## config.mk

```make
export PLATFORM = sky130hd
export DESIGN_NAME = pnp_card_ctrl
export DESIGN_NICKNAME = d
export VERILOG_FILES = /design/src/rtl/pnp_cfg_pkg.sv /design/src/rtl/pnp_index_latch.sv /design/src/rtl/pnp_card_fsm.sv /design/src/rtl/pnp_ldn_sel.sv /design/src/rtl/pnp_card_ctrl.sv
export SDC_FILE = /design/constraint.sdc
export NUM_CORES = 1
export LEC_CHECK = 0
export ABC_CLOCK_PERIOD_IN_PS = 2000
export BUFFER_PORTS_ARGS = -buffer_cell sky130_fd_sc_hd__buf_4
export CAP_MARGIN = 5
export CORE_ASPECT_RATIO = 1.2
export CORE_MARGIN = 2
export CORE_UTILIZATION = 50
export DETAILED_ROUTE_END_ITERATION = 10
export PLACE_DENSITY = 0.77
export SETUP_SLACK_MARGIN = 0.02
export SKIP_CTS_REPAIR_TIMING = 1
export SYNTH_ARGS = -nofsm -noshare
export SYNTH_HDL_FRONTEND = slang
export SYNTH_SLANG_ARGS = --single-unit
```

## constraint.sdc

```tcl
create_clock -name clk -period 2 [get_ports clk]
set_input_delay 0.4 -clock clk [delete_from_list [all_inputs] [get_ports clk]]
set_output_delay 0.4 -clock clk [all_outputs]
set_load 0.05 [all_outputs]
```

## src/rtl/pnp_cfg_pkg.sv

```systemverilog
package pnp_cfg_pkg;
  localparam int IDX_W = 8;

  typedef enum logic [1:0] {
    ST_WAIT_KEY = 2'd0,
    ST_SLEEP    = 2'd1,
    ST_ISOLATE  = 2'd2,
    ST_CONFIG   = 2'd3
  } card_state_t;

  // register indices whose values the host software depends on
  localparam logic [IDX_W-1:0] IDX_CTRL = 8'h02;
  localparam logic [IDX_W-1:0] IDX_WAKE = 8'h03;
  localparam logic [IDX_W-1:0] IDX_CSN  = 8'h06;
  localparam logic [IDX_W-1:0] IDX_LDN  = 8'h07;

  // command bit positions inside the control byte
  localparam int CMD_LDEV_RST = 0;
  localparam int CMD_WAIT_KEY = 1;
  localparam int CMD_CSN_CLR  = 2;
endpackage

```

## src/rtl/pnp_index_latch.sv

```systemverilog
module pnp_index_latch
  import pnp_cfg_pkg::*;
(
  input  logic             clk,
  input  logic             rst,
  input  logic             addr_wr,
  input  logic [IDX_W-1:0] addr_data,
  output logic [IDX_W-1:0] index_q
);
  always_ff @(posedge clk) begin
    if (rst)          index_q <= '0;
    else if (addr_wr) index_q <= addr_data;
  end
endmodule

```

## src/rtl/pnp_card_fsm.sv

```systemverilog
module pnp_card_fsm
  import pnp_cfg_pkg::*;
#(
  parameter int DATA_W = 8
) (
  input  logic              clk,
  input  logic              rst,
  input  logic              key_seen,
  input  logic              ctrl_wr,
  input  logic              wake_wr,
  input  logic              csn_wr,
  input  logic [DATA_W-1:0] wr_data,
  output card_state_t       state_q,
  output logic [DATA_W-1:0] csn_q,
  output logic              ldev_reset_q,
  output logic              res_ptr_clr_q
);
  logic wake_hit;
  logic csn_open;

  assign wake_hit = wake_wr && (state_q == ST_SLEEP) && (wr_data == csn_q);
  assign csn_open = (state_q == ST_ISOLATE) || (state_q == ST_CONFIG);

  always_ff @(posedge clk) begin
    if (rst) begin
      state_q       <= ST_WAIT_KEY;
      csn_q         <= '0;
      ldev_reset_q  <= 1'b0;
      res_ptr_clr_q <= 1'b0;
    end else begin
      ldev_reset_q  <= 1'b0;
      res_ptr_clr_q <= 1'b0;

      if (state_q == ST_WAIT_KEY && key_seen) state_q <= ST_SLEEP;

      if (wake_hit) begin
        state_q       <= (wr_data == '0) ? ST_ISOLATE : ST_CONFIG;
        res_ptr_clr_q <= 1'b1;
      end

      if (ctrl_wr) begin
        if (wr_data[CMD_LDEV_RST]) ldev_reset_q <= 1'b1;
        if (wr_data[CMD_WAIT_KEY]) state_q      <= ST_WAIT_KEY;
        if (wr_data[CMD_CSN_CLR])  csn_q        <= '0;
      end

      if (csn_wr && csn_open) csn_q <= wr_data;
    end
  end
endmodule

```

## src/rtl/pnp_ldn_sel.sv

```systemverilog
module pnp_ldn_sel #(
  parameter int NUM_LDEV = 1,
  parameter int LDN_W    = (NUM_LDEV > 1) ? $clog2(NUM_LDEV) : 1
) (
  input  logic             clk,
  input  logic             rst,
  input  logic             ldn_wr,
  input  logic [LDN_W-1:0] ldn_data,
  output logic [LDN_W-1:0] ldn_q
);
  generate
    if (NUM_LDEV > 1) begin : g_multi
      always_ff @(posedge clk) begin
        if (rst)         ldn_q <= '0;
        else if (ldn_wr) ldn_q <= ldn_data;
      end
    end else begin : g_single
      // one device: the selector stays at zero whatever is written
      always_ff @(posedge clk) begin
        if (rst || ldn_wr) ldn_q <= '0;
        else               ldn_q <= ldn_data & '0;
      end
    end
  endgenerate
endmodule

```

## src/rtl/pnp_card_ctrl.sv

```systemverilog
module pnp_card_ctrl
  import pnp_cfg_pkg::*;
#(
  parameter int DATA_W   = 8,
  parameter int NUM_LDEV = 1
) (
  input  logic              clk,
  input  logic              rst,
  input  logic              key_seen,
  input  logic              addr_wr,
  input  logic [7:0]        addr_data,
  input  logic              data_wr,
  input  logic [DATA_W-1:0] wr_data,
  input  logic              data_rd,
  output logic [DATA_W-1:0] rd_data,
  output logic [1:0]        state_o,
  output logic              ldev_reset_o,
  output logic              res_ptr_clr_o
);
  localparam int LDN_W = (NUM_LDEV > 1) ? $clog2(NUM_LDEV) : 1;

  logic [IDX_W-1:0]  index_q;
  card_state_t       state_q;
  logic [DATA_W-1:0] csn_q;
  logic [LDN_W-1:0]  ldn_q;
  logic              ctrl_wr, wake_wr, csn_wr, ldn_wr;

  pnp_index_latch i_index (
    .clk(clk), .rst(rst), .addr_wr(addr_wr), .addr_data(addr_data),
    .index_q(index_q)
  );

  assign ctrl_wr = data_wr && (index_q == IDX_CTRL);
  assign wake_wr = data_wr && (index_q == IDX_WAKE);
  assign csn_wr  = data_wr && (index_q == IDX_CSN);
  assign ldn_wr  = data_wr && (index_q == IDX_LDN);

  pnp_card_fsm #(.DATA_W(DATA_W)) i_fsm (
    .clk(clk), .rst(rst), .key_seen(key_seen),
    .ctrl_wr(ctrl_wr), .wake_wr(wake_wr), .csn_wr(csn_wr),
    .wr_data(wr_data), .state_q(state_q), .csn_q(csn_q),
    .ldev_reset_q(ldev_reset_o), .res_ptr_clr_q(res_ptr_clr_o)
  );

  pnp_ldn_sel #(.NUM_LDEV(NUM_LDEV), .LDN_W(LDN_W)) i_ldn (
    .clk(clk), .rst(rst), .ldn_wr(ldn_wr),
    .ldn_data(wr_data[LDN_W-1:0]), .ldn_q(ldn_q)
  );

  assign state_o = state_q;

  // registered read port; write-only and unused indices read as zero
  always_ff @(posedge clk) begin
    if (rst) begin
      rd_data <= '0;
    end else if (data_rd) begin
      case (index_q)
        IDX_CSN: rd_data <= csn_q;
        IDX_LDN: rd_data <= {{(DATA_W-LDN_W){1'b0}}, ldn_q};
        default: rd_data <= '0;
      endcase
    end
  end
endmodule

```

== After elaboration in Yosys (flattened, before gate mapping) ==
Cells that the tools add are included.
Widths: inputs -> output; s select.
Word-level totals
  bits in registers: 28
  bits in latches: 0
  RAM bits: 0
  bits in read-only memories: 0
  bits of input ports: 22
  output and inout bits: 12
  word-level logic and storage cells: 39
  memories: 0
Operators by class
  $add $sub $neg: 0
  multiply operators: 0
  div/mod/pow operators: 0
  $lt $le $gt $ge: 0
  equality and inequality tests: 7
  shift-type cells: 0
  multiplexer cells: 11
  bitwise gates (word level): 1
  reduce and logical (&&, ||, !) cells: 14
Operator list (number)
  $mux 8: 4
  $eq 8x2->1 const B: 2
  $eq 8x3->1 const B: 1
  $eq 8x8->1: 1
  $logic_not 8->1: 1
  $mux 2: 4
  $logic_and 1x1->1: 7
  $eq 2x2->1 const B: 2
  $reduce_bool 2->1: 2
  $mux 1: 3
  $eq 2x1->1 const B: 1
  $logic_not 2->1: 1
  $reduce_and 2->1: 1
  $reduce_or 2->1: 1
  $logic_or 1x1->1: 1
  $not 1->1: 1

== Depth between registers and ports, before layout ==
  depth in word-level cells: 7
  depth in mapped cells: 5
  gate-level depth less buffers: 4

== By module ==
From an unflattened synthesis, not the netlist that was laid out.
Second synthesis, totals
  cell total of the unflattened synthesis: 117
  area total of the unflattened synthesis: 1171.1 um^2
By module, submodules not included
  pnp_card_fsm: times used 1, cells each 55, area each 523.0 um^2, sequential area each 240.2 um^2
  pnp_card_ctrl: times used 1, cells each 34, area each 351.6 um^2, sequential area each 160.2 um^2
  pnp_index_latch: times used 1, cells each 26, area each 285.3 um^2, sequential area each 160.2 um^2
  pnp_ldn_sel: times used 1, cells each 2, area each 11.3 um^2, sequential area each 0.0 um^2

== Worst setup path before layout ==
OpenSTA, ideal clock, no wires.
  kind: register -> register
  start: register i_index.index_q[7]
  end: register i_fsm.csn_q[0]
  setup time: 0.117 ns
  data arrival time: 1.630 ns
  required time: 1.883 ns
  setup slack: 0.253 ns
  cell stages (with the launch flop): 5
  path buffers: 0
  period minus slack after synthesis: 1.747 ns
  path through: dfxtp_1 -> or4b_4 -> nor4_1 -> a31oi_1 -> a22o_1
On the way
  longest elaborated chain between the ends: 5
  elaborated cells on any way between the ends: 9
  classes of those cells: 2 x eq/ne; 1 x mux; 6 x reduce/logical
Ends and longest elaborated chain
  from (decl): line pnp_index_latch.sv:8  | output logic [IDX_W-1:0] index_q
  from (signal assigned): line pnp_index_latch.sv:12  | else if (addr_wr) index_q <= addr_data;
  $eq 8x3->1: line pnp_card_ctrl.sv:35  | assign csn_wr = data_wr && (index_q == IDX_CSN);
  $logic_and 1x1->1: line pnp_card_ctrl.sv:35
  $logic_and 1x1->1: line pnp_card_fsm.sv:47  | if (csn_wr && csn_open) csn_q <= wr_data;
  $reduce_bool 2->1 (no source line)
  $reduce_and 2->1 (no source line)
  to (signal assigned): line pnp_card_fsm.sv:47
  to (decl): line pnp_card_fsm.sv:14  | output logic [DATA_W-1:0] csn_q,
Parallel ways exist; a longest one is shown, timed or not.
A chain may end at the register's enable or synchronous reset.

== Worst setup path after layout ==
  start: register i_index.index_q[7]
  end: register i_fsm.state_q[0]
On the way
  longest elaborated chain between the ends: 7
  elaborated cells on any way between the ends: 9
  classes of those cells: 2 x eq/ne; 3 x mux; 4 x reduce/logical
Ends and longest elaborated chain
  $eq 8x2->1: line pnp_card_ctrl.sv:34  | assign wake_wr = data_wr && (index_q == IDX_WAKE);
  $logic_and 1x1->1: line pnp_card_ctrl.sv:34
  $logic_and 1x1->1 (2 in a row): line pnp_card_fsm.sv:21  | assign wake_hit = wake_wr && (state_q == ST_SLEEP) && (wr_data == csn_q);
  $mux 2: line pnp_card_fsm.sv:36  | if (wake_hit) begin
  $mux 2: line pnp_card_fsm.sv:43  | if (wr_data[CMD_WAIT_KEY]) state_q <= ST_WAIT_KEY;
  $mux 2 *: line pnp_card_fsm.sv:41  | if (ctrl_wr) begin
  to (signal assigned): line pnp_card_fsm.sv:37  | state_q <= (wr_data == '0) ? ST_ISOLATE : ST_CONFIG;
  to (decl): line pnp_card_fsm.sv:13  | output card_state_t state_q,
Every way passes the cells marked *; elsewhere a longest branch is shown, timed or not.

==> impl_metrics.py <==
metrics = {
    "synth": {
        "synth_cell_types": 27,
        "syn_inst": 116,
        "synth-seq-area-share_pct": 48.07,
        "syn_area_per_cell_um2": 10.05,
        "netlist_area_mm2": 0.001166,
        "synthesis.nets": 138,
        "ys_seq_elements": 28,
        "yosysWarnings": 0,
    },
    "worst_setup_path": {
        "critical_path.startpoint_type": "flip-flop",
        "critPathMaxStageDelay_ns": 0.59,
        "reg2reg_depth": 4,
        "critical_path_class": "reg2reg",
        "cp_max_fo": 5,
        "r2r_start": "i_index.index_q[7]",
        "reg2reg_to": "i_fsm.state_q[0]",
        "arrival_ns": 2.08,
        "crit_path_cell_trace": "or4b_4, or3_1, nor4_2, a21oi_1",
        "crit_required_ns": 2.23,
        "cp_slowest_cell": "or4b_4",
        "r2r_slack_ns": 0.15,
        "cp-end-kind": "flip-flop",
    },
    "pwr": {
        "powerDensity_mw_per_mm2": 703.7,
        "p_leak_nw": 0.6186,
        "ir_drop_v": 0.0005270,
        "total_power_w": 0.001060,
    },
    "die": {
        "coreArea_mm2": 0.002258,
        "dieHeight_um": 56.90,
        "placementRows": 19,
        "die_w_um": 48.09,
        "start_util_pct": 51.63,
        "io_pins": 34,
        "dieArea_mm2": 0.002736,
    },
    "status": {
        "run_status": "finished clean",
    },
    "placement": {
        "io_buffers": 33,
        "dpl.hpwl_mm": 1.841,
        "dp.cells": 177,
        "gp_congestion": 0.7988,
        "dpl-instance-area_mm2": 0.001441,
    },
    "grt": {
        "grt_pass1_wl_mm": 3.898,
        "overflow": 0,
        "grt_util_all_layers_pct": 19.61,
        "grt_max_degree": 21,
        "antenna_found_initial": 0,
        "grt_pass1_vias": 885,
    },
    "min_path": {
        "hold_class": "in2reg",
        "whs_endpoint": "i_fsm.csn_q[4]",
        "hp-start": "wr_data[4]",
        "min_path_cells": 2,
    },
    "final_layout": {
        "area_growth_pct": 29.18,
        "drive_above_1_share_pct": 29.33,
        "fin_cells": 181,
        "nets": 173,
        "n_antenna_cell": 0,
        "postLayoutCellArea_mm2": 0.001506,
    },
    "drt": {
        "routed_wl_mm": 2.502,
        "avgRoutedWirePerCell_um": 13.82,
        "drc": 0,
        "ant_nets": 0,
        "dr.pass1.iters": 4,
        "routed_via_density": 5.204,
        "drtIter0Drc": 19,
        "routed-via-count": 942,
    },
    "clocking": {
        "cts.sinks": 28,
        "cts-root-buf": "clkbuf_4",
        "cts_max_path_buffers": 2,
        "clk_pin_slew_worst_paths_ns": 0.15,
        "clock_latency_ns": 0.34,
        "cts_made_buffers": 3,
        "cts_max_level": 1,
        "cts_tree": "done",
    },
    "sta": {
        "slew-limit-headroom_pct": 67.83,
        "finalCriticalPeriod_ns": 1.850,
        "finalSetupTns_ns": 0,
        "holdWs_ns": 0.2865,
        "drv_slew": 0,
        "setup_viol": 0,
        "finalHoldViolCount": 0,
        "max_freq_mhz": 540.7,
        "rsz0062_at_grt": "no",
        "clock-skew-final_ns": 0.009663,
        "worst_pin_slew_ns": 0.4789,
        "period_share_pct": 92.48,
    },
    "run": {
        "max-cap-violations": 0,
    },
}
-- layout by cell type (no fill, tap or decap), drive strengths merged --
cell type  synthesis  layout
a22o               8       8
nand2              3       3
buf                1      33
nand4              2       2
a21oi              9       9
and2               1       1
clkbuf             2       3
mux2i              8       8
nor2              17      17
nor4b              1       1
o21a               1       1
bufinv             0       1
nor4bb             1       1
nor4               4       4
nand3b             1       1
dfxtp             28      28
or4                2       2
o41a               1       1
inv                3       3
or3                1       1
a31oi              1       1
nor2b              9       9
xnor2              8       8
o21ai              2       2
or4b               2       2
-- cells by family after synthesis --
group	count (synthesis)	synth area share [%]
AO/OA/AOI/OAI	22	12.88
XOR/XNOR	8	6.009
buffers and inverters	6	1.931
flip-flops	28	48.07
multiplexers	8	6.867
AND/OR/NAND/NOR	44	24.25
-- flip-flops by register name, summed over array words and instances, names as in the netlist --
signal               cells
i_fsm.csn_q              8
i_index.index_q          8
rd_data                  8
i_fsm.state_q            2
i_fsm.ldev_reset_q       1
i_fsm.res_ptr_clr_q      1
-- critical path, delay by kind of cell, from the launching register on --
kind            cells  cell delay, ns
flops               1            0.34
compound gates      1            0.11
simple gates        3            1.30
-- metrics by stage --
step,utilization (%),setup slack [ns]
after floorplan,-,0.2533
after global placement,63.82,0.1467
after detailed placement,63.82,0.05990
after CTS,66.15,0.03506
after global routing,66.70,0.05774
final,66.70,0.1505
-- worst max path at each step --
stage | start | endpoint | slack [ns]
floorplan | i_index.index_q[7] | i_fsm.csn_q[0] | 0.25
global placement | i_index.index_q[7] | i_fsm.csn_q[6] | 0.15
detailed placement | i_index.index_q[7] | i_fsm.csn_q[2] | 0.06
CTS | i_index.index_q[7] | i_fsm.csn_q[0] | 0.04
global route | i_index.index_q[4] | i_fsm.csn_q[2] | 0.06
finish | i_index.index_q[7] | i_fsm.state_q[0] | 0.15
-- report_power, final --
part	switching, W	leakage (nW)	total (W)	internal [W]
Clock	0.000169	0.0279	0.000372	0.000203
Combinational	0.0000525	0.363	0.000107	0.0000545
Sequential	0.0000120	0.227	0.000581	0.000569
-- layer usage --
layer | up-vias | share of wire [%] | global-route usage, %
met5 | - | 0 | 0
met4 | 0 | 1.6 | 6.950
met3 | 5 | 2.9 | 2.894
met2 | 17 | 49 | 30.29
met1 | 439 | 46 | 27.16
li1 | 481 | - | -
-- final cells by class --
class / count / area, um^2
Timing Repair Buffer: 33 / 247.7
Inverter: 3 / 11.26
Multi-Input combinational cell: 82 / 595.6
Tap cell: 31 / 38.79
Fill cell: 194 / 752.0
Sequential cell: 28 / 560.5
Clock buffer: 3 / 22.52
Clock inverter: 1 / 30.03
-- cell usage after synthesis, drive strengths merged --
cell type,n,area [um^2]
o21a,1,7.510
or4,2,15.01
and2,1,6.260
o41a,1,11.26
nor4,4,61.31
nor2b,9,56.30
xnor2,8,70.07
mux2i,8,80.08
nor4b,1,8.760
a31oi,1,6.260
inv,3,11.26
or3,1,6.260
a21oi,9,45.04
nand3b,1,7.510
nor2,17,63.81
a22o,8,70.07
nand4,2,12.51
o21ai,2,10.01
clkbuf,2,7.510
nor4bb,1,10.01
or4b,2,23.77
nand2,3,11.26
dfxtp,28,560.5
buf,1,3.750
(Power assumes the default switching activity.)
